==> config.mk <==
export PLATFORM = sky130hd
export DESIGN_NAME = tirq_router
export DESIGN_NICKNAME = d
export VERILOG_FILES = /design/src/rtl/tirq_pkg.sv /design/src/rtl/tirq_rdmux.sv /design/src/rtl/tirq_chan.sv /design/src/rtl/tirq_router.sv
export SDC_FILE = /design/constraint.sdc
export NUM_CORES = 1
export LEC_CHECK = 0
export BUFFER_PORTS_ARGS = -buffer_cell sky130_fd_sc_hd__buf_2
export CAP_MARGIN = 20
export CORE_ASPECT_RATIO = 1.2
export CORE_MARGIN = 8
export CORE_UTILIZATION = 45
export CTS_BUF_LIST = sky130_fd_sc_hd__clkbuf_16
export DETAILED_ROUTE_END_ITERATION = 10
export PLACE_DENSITY_LB_ADDON = 0.12
export SYNTH_ARGS = -nofsm -noshare
export SYNTH_HDL_FRONTEND = slang
export SYNTH_HIERARCHICAL = 1
export SYNTH_SLANG_ARGS = --single-unit
export TNS_END_PERCENT = 10
==> constraint.sdc <==
create_clock -name clk -period 2.8 [get_ports clk]
set_clock_uncertainty 0.2 [all_clocks]
set_input_delay 0.56 -clock clk [delete_from_list [all_inputs] [get_ports clk]]
set_output_delay 0.56 -clock clk [all_outputs]
set_load 0.05 [all_outputs]
==> src/rtl/tirq_pkg.sv <==
package tirq_pkg;
   localparam int unsigned ROUTE_W   = 5;
   localparam int unsigned B_LEVEL   = 1;
   localparam int unsigned B_ENABLE  = 2;
   localparam int unsigned ROUTE_LO  = 9;
   localparam int unsigned B_MSG_EN  = 14;
   localparam int unsigned B_MSG_CAP = 15;

   function automatic logic [31:0] allowed_pins(input int unsigned npins);
      if (npins >= 32)      return 32'hFF00_0000;
      else if (npins >= 20) return 32'hF << (npins - 4);
      else                  return 32'h0;
   endfunction
endpackage

==> src/rtl/tirq_rdmux.sv <==
module tirq_rdmux #(
   parameter int NCH   = 4,
   parameter int SEL_W = 2
) (
   input  logic [NCH*64-1:0] words,
   input  logic [SEL_W-1:0]  sel,
   output logic [63:0]       word
);
   always_comb begin
      word = '0;
      for (int i = 0; i < NCH; i++)
         if (sel == SEL_W'(i)) word = words[i*64 +: 64];
   end
endmodule

==> src/rtl/tirq_chan.sv <==
module tirq_chan
   import tirq_pkg::*;
#(
   parameter bit          MSG_CAPABLE = 1'b1,
   parameter logic [31:0] ALLOWED     = 32'h0
) (
   input  logic               clk,
   input  logic               rst_n,
   input  logic               fire,
   input  logic               clr,
   input  logic               cfg_we,
   input  logic               msg_we,
   input  logic [63:0]        wdata,
   output logic [63:0]        cfg_word,
   output logic               status,
   output logic [ROUTE_W-1:0] pin,
   output logic               pin_assert,
   output logic               pin_deassert,
   output logic               pin_pulse,
   output logic               msg_req,
   output logic [31:0]        msg_addr,
   output logic [31:0]        msg_data
);
   logic               enb_q, lvl_q, msgen_q, stat_q;
   logic [ROUTE_W-1:0] route_q;
   logic [63:0]        msg_q;

   logic [ROUTE_W-1:0] wr_route, new_route, eff_route, old_pin, eff_pin;
   logic               eff_enb, eff_lvl, eff_msgen, old_msg, eff_msg;
   logic               drop, clr_hit, act;

   // route screening against the allowed-pin mask
   assign wr_route  = wdata[ROUTE_LO +: ROUTE_W];
   assign new_route = (wr_route == '0 || ALLOWED[wr_route]) ? wr_route : '0;

   // configuration in force this cycle (a same-cycle write wins)
   assign eff_enb   = cfg_we ? wdata[B_ENABLE] : enb_q;
   assign eff_lvl   = cfg_we ? wdata[B_LEVEL]  : lvl_q;
   assign eff_msgen = cfg_we ? wdata[B_MSG_EN] : msgen_q;
   assign eff_route = cfg_we ? new_route       : route_q;

   assign old_msg = MSG_CAPABLE && msgen_q;
   assign eff_msg = MSG_CAPABLE && eff_msgen;
   assign old_pin = old_msg ? '0 : route_q;
   assign eff_pin = eff_msg ? '0 : eff_route;

   // stale level removal
   assign drop    = stat_q && cfg_we &&
                    (!eff_enb || eff_msg || !eff_lvl || eff_pin != old_pin);
   assign clr_hit = stat_q && clr;

   // delivery
   assign act          = fire && eff_enb && !stat_q;
   assign msg_req      = act && eff_msg;
   assign pin_pulse    = act && !eff_msg && eff_pin != '0 && !eff_lvl;
   assign pin_assert   = act && !eff_msg && eff_pin != '0 && eff_lvl;
   assign pin_deassert = drop || clr_hit;
   assign pin          = pin_deassert ? old_pin : eff_pin;
   assign msg_addr     = msg_q[63:32];
   assign msg_data     = msg_q[31:0];
   assign status       = stat_q;

   assign cfg_word = {ALLOWED, 16'h0, MSG_CAPABLE, msgen_q, route_q, 6'h0,
                      enb_q, lvl_q, 1'b0};

   always_ff @(posedge clk) begin
      if (!rst_n) begin
         enb_q   <= 1'b0;
         lvl_q   <= 1'b0;
         msgen_q <= 1'b0;
         route_q <= '0;
         stat_q  <= 1'b0;
         msg_q   <= '0;
      end else begin
         if (cfg_we) begin
            enb_q   <= wdata[B_ENABLE];
            lvl_q   <= wdata[B_LEVEL];
            msgen_q <= wdata[B_MSG_EN];
            route_q <= new_route;
         end
         if (msg_we) msg_q <= wdata;
         if (pin_deassert)    stat_q <= 1'b0;
         else if (pin_assert) stat_q <= 1'b1;
      end
   end

   a_r7_level_sets_status: assert property (@(posedge clk) disable iff (!rst_n)
      pin_assert |=> status);
   a_r3_busy_ignores_fire: assert property (@(posedge clk) disable iff (!rst_n)
      (status && fire) |-> !(pin_assert || pin_pulse || msg_req));
   a_r10_deassert_clears: assert property (@(posedge clk) disable iff (!rst_n)
      pin_deassert |=> !status);
   a_r5_strobe_has_pin: assert property (@(posedge clk) disable iff (!rst_n)
      (pin_assert || pin_pulse || pin_deassert) |-> pin != '0);
   a_r6_edge_no_status: assert property (@(posedge clk) disable iff (!rst_n)
      pin_pulse |=> !status);
   a_r2_disabled_silent: assert property (@(posedge clk) disable iff (!rst_n)
      (fire && !cfg_we && !cfg_word[B_ENABLE]) |-> !(pin_assert || pin_pulse || msg_req));
   a_r7_status_source: assert property (@(posedge clk) disable iff (!rst_n)
      $rose(status) |-> $past(pin_assert));
endmodule

==> src/rtl/tirq_router.sv <==
module tirq_router
   import tirq_pkg::*;
#(
   parameter int             NCH     = 4,
   parameter int             NPINS   = 24,
   parameter logic [NCH-1:0] MSG_CAP = '1,
   localparam int            SEL_W   = (NCH > 1) ? $clog2(NCH) : 1
) (
   input  logic                 clk,
   input  logic                 rst_n,
   input  logic [NCH-1:0]       fire,
   input  logic [NCH-1:0]       clr_mask,
   input  logic [SEL_W-1:0]     wr_sel,
   input  logic                 cfg_we,
   input  logic                 msg_we,
   input  logic [63:0]          wr_data,
   input  logic [SEL_W-1:0]     rd_sel,
   output logic [63:0]          rd_cfg,
   output logic [NCH-1:0]       status,
   output logic [NCH*ROUTE_W-1:0] irq_pin,
   output logic [NCH-1:0]       irq_assert,
   output logic [NCH-1:0]       irq_deassert,
   output logic [NCH-1:0]       irq_pulse,
   output logic [NCH-1:0]       msg_req,
   output logic [NCH*32-1:0]    msg_addr,
   output logic [NCH*32-1:0]    msg_data
);
   localparam logic [31:0] ALLOWED = allowed_pins(NPINS);

   if (NCH < 1 || NCH > 32) begin : g_bad_nch
      $fatal(1, "tirq_router: NCH must be 1..32");
   end
   if (NPINS < 1 || NPINS > 32) begin : g_bad_npins
      $fatal(1, "tirq_router: NPINS must be 1..32");
   end

   logic [NCH*64-1:0] words;

   for (genvar i = 0; i < NCH; i++) begin : g_ch
      logic sel_hit;
      assign sel_hit = (wr_sel == SEL_W'(i));

      tirq_chan #(
         .MSG_CAPABLE (MSG_CAP[i]),
         .ALLOWED     (ALLOWED)
      ) i_chan (
         .clk          (clk),
         .rst_n        (rst_n),
         .fire         (fire[i]),
         .clr          (clr_mask[i]),
         .cfg_we       (cfg_we && sel_hit),
         .msg_we       (msg_we && sel_hit),
         .wdata        (wr_data),
         .cfg_word     (words[i*64 +: 64]),
         .status       (status[i]),
         .pin          (irq_pin[i*ROUTE_W +: ROUTE_W]),
         .pin_assert   (irq_assert[i]),
         .pin_deassert (irq_deassert[i]),
         .pin_pulse    (irq_pulse[i]),
         .msg_req      (msg_req[i]),
         .msg_addr     (msg_addr[i*32 +: 32]),
         .msg_data     (msg_data[i*32 +: 32])
      );
   end

   tirq_rdmux #(.NCH(NCH), .SEL_W(SEL_W)) i_rdmux (
      .words (words),
      .sel   (rd_sel),
      .word  (rd_cfg)
   );
endmodule

# Word-level counts from Yosys, hierarchy flattened
# Memories as Yosys holds them, arrays and structs flattened.
# Cells that the tools add are included.
dict set report classes {
  n_lt_le_gt_ge 1
  eq_ne 10
  mux 34
  bitwise_logic 1
  reduce_logical 92
}
# operator n
set op_table {}
lappend op_table {{$mux W56} 4}
lappend op_table {{$mux W5} 17}
lappend op_table {{$logic_and A1 B1 Y1} 48}
lappend op_table {{$ne A5 B5 Y1} 4}
lappend op_table {{$reduce_bool A5 Y1} 4}
lappend op_table {{$logic_or A1 B1 Y1} 17}
lappend op_table {{$logic_not A1 Y1} 16}
lappend op_table {{$mux W1} 13}
lappend op_table {{$eq A2 B2 Y1 const B} 4}
lappend op_table {{$reduce_or A2 Y1} 4}
lappend op_table {{$lt A5 B6 Y1 const B} 1}
lappend op_table {{$logic_not A5 Y1} 1}
lappend op_table {{$eq A2 B1 Y1 const B} 2}
lappend op_table {{$logic_not A2 Y1} 2}
lappend op_table {{$not A1 Y1} 1}
dict set report word_totals {
  regBits 292
  mem_bits_ro 32
  inputBits 80
  output_inout_bits 360
  elab_cells 163
  mem_count 1
}
# name depth width read_ports rd_clocked_by_memory_dff write_ports line
set mem_list {}
lappend mem_list {{(name not given)} 32 1 1 0 0 tirq_chan.sv:34} ;# assign new_route = (wr_route == '0 || ALLOWED[wr_route]) ? wr_route : '0;

# Depth between registers and ports, before layout
dict set report depth {
  word_depth 11
  ltp_mapped 7
  depth_no_buf 6
}

# Hierarchy
# The synthesis kept the hierarchy.
# mod n_inst cells_per_inst area_each_um2 seq_area_each_um2
set by_module_without_submodules {}
lappend by_module_without_submodules {tirq_chan 4 352 3575.9 1461.4}
lappend by_module_without_submodules {tirq_rdmux 1 78 1622.8 0.0}
lappend by_module_without_submodules {tirq_router 1 8 62.6 0.0}

# Worst setup path before layout
# Ideal clock, no wire load.
dict set report synth_timing {
  path_type {in2out}
  from {input wr_sel[0]}
  to {output irq_assert[0]}
  arrival_ns 4.212
  required_time_ns 2.040
  slack_ns -2.172
  cell_stages 5
  n_path_buf 1
  path_cell_list {nor3b_1 clkbuf_8 mux2i_1 inv_1 a2111oi_0}
}
dict set report synth_between {
  elab_chain_len 8
  elab_cells_between_ends 14
  cone_classes {mux: 5; reduce/logical: 9}
}
# element line
set synth_lines {}
lappend synth_lines {{start, declared} tirq_router.sv:13} ;# input logic [SEL_W-1:0] wr_sel,
lappend synth_lines {{$logic_not A2 Y1 (*)} tirq_router.sv:41} ;# assign sel_hit = (wr_sel == SEL_W'(i));
lappend synth_lines {{$logic_and A1 B1 Y1 (*)} tirq_router.sv:51} ;# .cfg_we (cfg_we && sel_hit),
lappend synth_lines {{parallel branches: the longest is 5 deep, another holds $mux W5} -}
lappend synth_lines {{$logic_and A1 B1 Y1 (*)} tirq_chan.sv:56} ;# assign pin_assert = act && !eff_msg && eff_pin != '0 && eff_lvl;
lappend synth_lines {{end, declared} tirq_router.sv:21} ;# output logic [NCH-1:0] irq_assert,
# Every way passes the cells marked *.

# Worst setup path after layout
dict set report layout_timing {
  from {input wr_sel[1]}
  to {output irq_pin[17]}
}
dict set report layout_between {
  elab_chain_len 10
  elab_cells_between_ends 17
  cone_classes {eq/ne: 2; mux: 6; reduce/logical: 9}
}
# element line
set layout_lines {}
lappend layout_lines {{$eq A2 B2 Y1 (*)} tirq_router.sv:41}
lappend layout_lines {{$logic_and A1 B1 Y1 (*)} tirq_router.sv:51}
lappend layout_lines {{parallel branches: the longest is 7 deep, another holds $mux W5} -}
lappend layout_lines {{$mux W5 (*)} tirq_chan.sv:58} ;# assign pin = pin_deassert ? old_pin : eff_pin;
lappend layout_lines {{end, declared} tirq_router.sv:20} ;# output logic [NCH*ROUTE_W-1:0] irq_pin,
# Marks and branches as above.

==> out/qor.yml <==
worst_max_slew_pin_slew_ns: 0.982
net_count_of_the_finished_layout: 2003
drt_iter0_markers: 457
ys_types: 48
timing.setup.tns_ns: -9.74
post_drt_wl_per_cell_um: 18.8
tritoncts: "built"
core_region_area_sq_mm: 0.0350
avgViaCountPerCell: 4.73
grt_antenna_before_repair: 2
synthArstFlopShare_pct: 0
grt_start_max_net_pins: 114
share_comb_of_total_power_pct: 18.8
design_area_sq_mm: 0.0197
worstSkewPairLatency_ns: 0.56
post_synth_mux_area_share_pct: 27.4
number_of_sinks_driven_by_the_clock_tree: 292
floorplan.initialDensity_pct: 45.7
post-route-min-period_ns: 3.42
maxSlewHeadroom_pct: 34.6
cts_root_buf: "sky130_fd_sc_hd__clkbuf_16"
start_kind: "primary input"
worst_ep_required_time_ns: 2.04
run_status: "finished with violations"
synth_adder_area_share_pct: 0
critical_path_start_end_classification: "primary input to output pin"
layoutNonFillerInstCount: 2409
grt_overflow_total: 0
synthSimpleGateAreaFrac_pct: 16.9
synth-warning-count: 6
grt_setup_unrepaired: "true"
power.static_leakage_nw: 8.48
final.period_utilization_pct: 122
dieArea_sq_mm: 0.0418
cp_data_arrival_time_ns: 2.66
switching_power_mw: 3.18
synth_ff_type: "sky130_fd_sc_hd__dfxtp_1"
setup_viol_count_final: 27
routed_wirelength_um: 45400
synth-seq-area-share_pct: 36.6
hold_viol_final: 0
crit_path_end_kind: "output pin"
syn_area_per_cell_sq_um: 10.7
cts_htree_levels: 1
ioPinCount: 440
vdd_ir_drop_max_v: 0.000502
std_cell_rows: 75
sw_frac_of_total_pct: 29.8
gr-usage-all-layers_pct: 20.8
port-buffer-count: 383
int_power_mw: 7.49
crit_path_cell_trace: "buf_8, buf_6, and3_4, or3b_1, a221oi_2, o211ai_1, o31ai_4, mux2i_4, buf_12"
maxCapViolations: 0
power.density_cell_area_mw_per_mm2: 542
ys_seq_elements: 292
post_synth_inst_count: 1494
placed_cells_incl_taps: 2348
die_width_um: 188
post_synthesis_compound_gate_area_fraction_pct: 3.85
clk_pin_slew_ns: 0.06
dieHeight_um: 222
clock_tree.buffer_depth: 3
global_placer_s_final_weighted_congestion: 0.821
post_route_cells_drive_above_1_share_pct: 35.7
vias: 11400
number_of_diodes: 0
netlist_area_sq_mm: 0.0160
power.total_mw: 10.7
number_of_synthesized_flops_with_an_enable_pin: 0
drc_errors: 0
first_global_vias: 11900
fin_worst_hold_slack_ns: 0.107
p_clk_share_pct: 40.4
max_clock_freq_mhz: 293
critical_path.slowest_cell: "sky130_fd_sc_hd__or3b_1"
crit_fanout: 5
slew_violations: 0
cts_made_buffers: 31
synth_top_family_by_area: "multiplexers"
drt-pass1-iter-count: 4
final_antenna_net_count: 0
worst_hold_path_type: "primary input to flop"
violations: "negative setup slack"
place_area_sq_mm: 0.0183
fin_ws_ns: -0.615
area_delta_synth_final_pct: 23.1
worst_stage_delay_on_the_critical_path_ns: 0.36
power_frac_seq_pct: 40.8
first_pass_grt_wire_length_um: 69800
hpwlAfterDp_um: 33800
fillers: 3191
yosys.area_share.xor_xnor_pct: 0
synth_stat cells, types with 6 or more instances:
cell,n,area (sq um)
sky130_fd_sc_hd__buf_2,10,50.1
sky130_fd_sc_hd__and3b_1,16,140
sky130_fd_sc_hd__and3_1,6,37.5
sky130_fd_sc_hd__o21a_1,8,60.1
sky130_fd_sc_hd__mux2_2,12,135
sky130_fd_sc_hd__clkbuf_1,60,225
sky130_fd_sc_hd__nand3b_1,12,90.1
sky130_fd_sc_hd__a21boi_0,12,90.1
sky130_fd_sc_hd__dfxtp_1,292,5850
sky130_fd_sc_hd__o21ai_0,12,60.1
sky130_fd_sc_hd__mux2i_1,272,2720
sky130_fd_sc_hd__conb_1,8,30.0
sky130_fd_sc_hd__mux4_2,60,1350
sky130_fd_sc_hd__inv_1,8,30.0
sky130_fd_sc_hd__nand2b_1,28,175
sky130_fd_sc_hd__buf_4,236,1770
sky130_fd_sc_hd__nand3_1,16,80.1
sky130_fd_sc_hd__nor2_1,24,90.1
sky130_fd_sc_hd__nand2_1,16,60.1
sky130_fd_sc_hd__nor3b_1,6,45.0
sky130_fd_sc_hd__nor2b_1,276,1730
sky130_fd_sc_hd__buf_12,6,120
final timing paths:
path	slack (ns)	end	depth (start not counted)	start
setup / recovery	-0.62	irq_pin[17]	9	wr_sel[1]
hold / removal	0.11	g_ch[2].i_chan/msg_q[15]$_SDFFE_PN0P_	3	wr_data[15]
setup reg to reg	0.75	g_ch[3].i_chan/status$_SDFFE_PP0P_	6	g_ch[3].i_chan/msgen_q$_SDFF_PN0_
hold reg to reg	0.31	g_ch[1].i_chan/msg_q[23]$_SDFFE_PN0P_	2	g_ch[1].i_chan/msg_q[23]$_SDFFE_PN0P_
metrics by stage:
step | utilization, % | setup slack (ns)
CTS | 56.1 | -0.647
global route | 56.2 | -0.694
detailed placement | 52.3 | -0.701
finish | 56.2 | -0.615
global placement | 52.3 | -0.671
floorplan | - | -0.367
metal layers:
metal	share of wire (%)	track usage (%)	vias to the layer above
li1	-	-	5547
met1	39	22.7	5446
met2	50	37.2	320
met3	8.1	7.00	75
met4	3.1	7.18	4
met5	0.051	0	-
registers in the layout (all words and copies together), names as in the netlist:
signal	count
g_ch.i_chan/msg_q	256
g_ch.i_chan/lvl_q	4
g_ch.i_chan/enb_q	4
g_ch.i_chan/msgen_q	4
g_ch.i_chan/status	4
g_ch.i_chan/route_q	20
repair_timing:
item,4_1_cts,5_1_grt
hold buffers,0,0
endpoints found under the setup margin,28,30
pin swaps,16,10
resized for setup,73,13
buffers inserted,1,3
power groups by stage:
| stage | clock network [mW] | registers, mW | logic, mW |
|---|---|---|---|
| final | 4.32 | 4.36 | 2.00 |
| after global routing | 4.56 | 4.37 | 2.12 |
| after CTS | 4.41 | 4.36 | 1.98 |
| after detailed placement | 0 | 4.45 | 1.96 |
| after global placement | 0 | 4.44 | 1.95 |
| after floorplan | 0 | 4.88 | 1.30 |
layout by cell type (no fill, tap or decap), types with 6 or more instances in the layout:
cell type,n
sky130_fd_sc_hd__buf_4,110
sky130_fd_sc_hd__mux2i_1,261
sky130_fd_sc_hd__clkbuf_16,31
sky130_fd_sc_hd__mux4_2,60
sky130_fd_sc_hd__o21a_1,8
sky130_fd_sc_hd__mux2_2,10
sky130_fd_sc_hd__dfxtp_1,286
sky130_fd_sc_hd__buf_2,349
sky130_fd_sc_hd__o21ai_0,12
sky130_fd_sc_hd__nand3b_1,12
sky130_fd_sc_hd__mux2i_4,8
sky130_fd_sc_hd__nor2_1,22
sky130_fd_sc_hd__nand3_1,16
sky130_fd_sc_hd__a21boi_0,12
sky130_fd_sc_hd__buf_6,26
sky130_fd_sc_hd__inv_1,12
sky130_fd_sc_hd__and3b_1,11
sky130_fd_sc_hd__conb_1,224
sky130_fd_sc_hd__bufinv_16,6
sky130_fd_sc_hd__nand2_1,16
sky130_fd_sc_hd__nand2b_1,28
sky130_fd_sc_hd__nor2b_1,275
sky130_fd_sc_hd__buf_12,17
sky130_fd_sc_hd__mux2_4,6
area by class of cell:
cell class / instances / area (sq um) / share of cell area, %
clock inverters: 26 / 289 / 1.47
repair buffers: 506 / 3270 / 16.6
flip-flops and latches: 292 / 5860 / 29.8
well taps: 462 / 578 / 2.94
inverters: 8 / 30.0 / 0.153
clock buffers: 31 / 776 / 3.94
multi-input cells: 1084 / 8890 / 45.1
kinds of logic (layout without fill, tap and decap cells):
family,count (synthesis),in the layout
buf+inv,334,571
other cells,8,224
simple gates,428,428
compound gates,80,80
mux,352,352
flops,292,292
critical path, delay by kind of cell:
kind	cells	cell delay, ns
compound gates	3	0.86
mux	1	0.31
buf+inv	3	0.39
simple gates	2	0.53
Power figures use the tool's default switching activity.
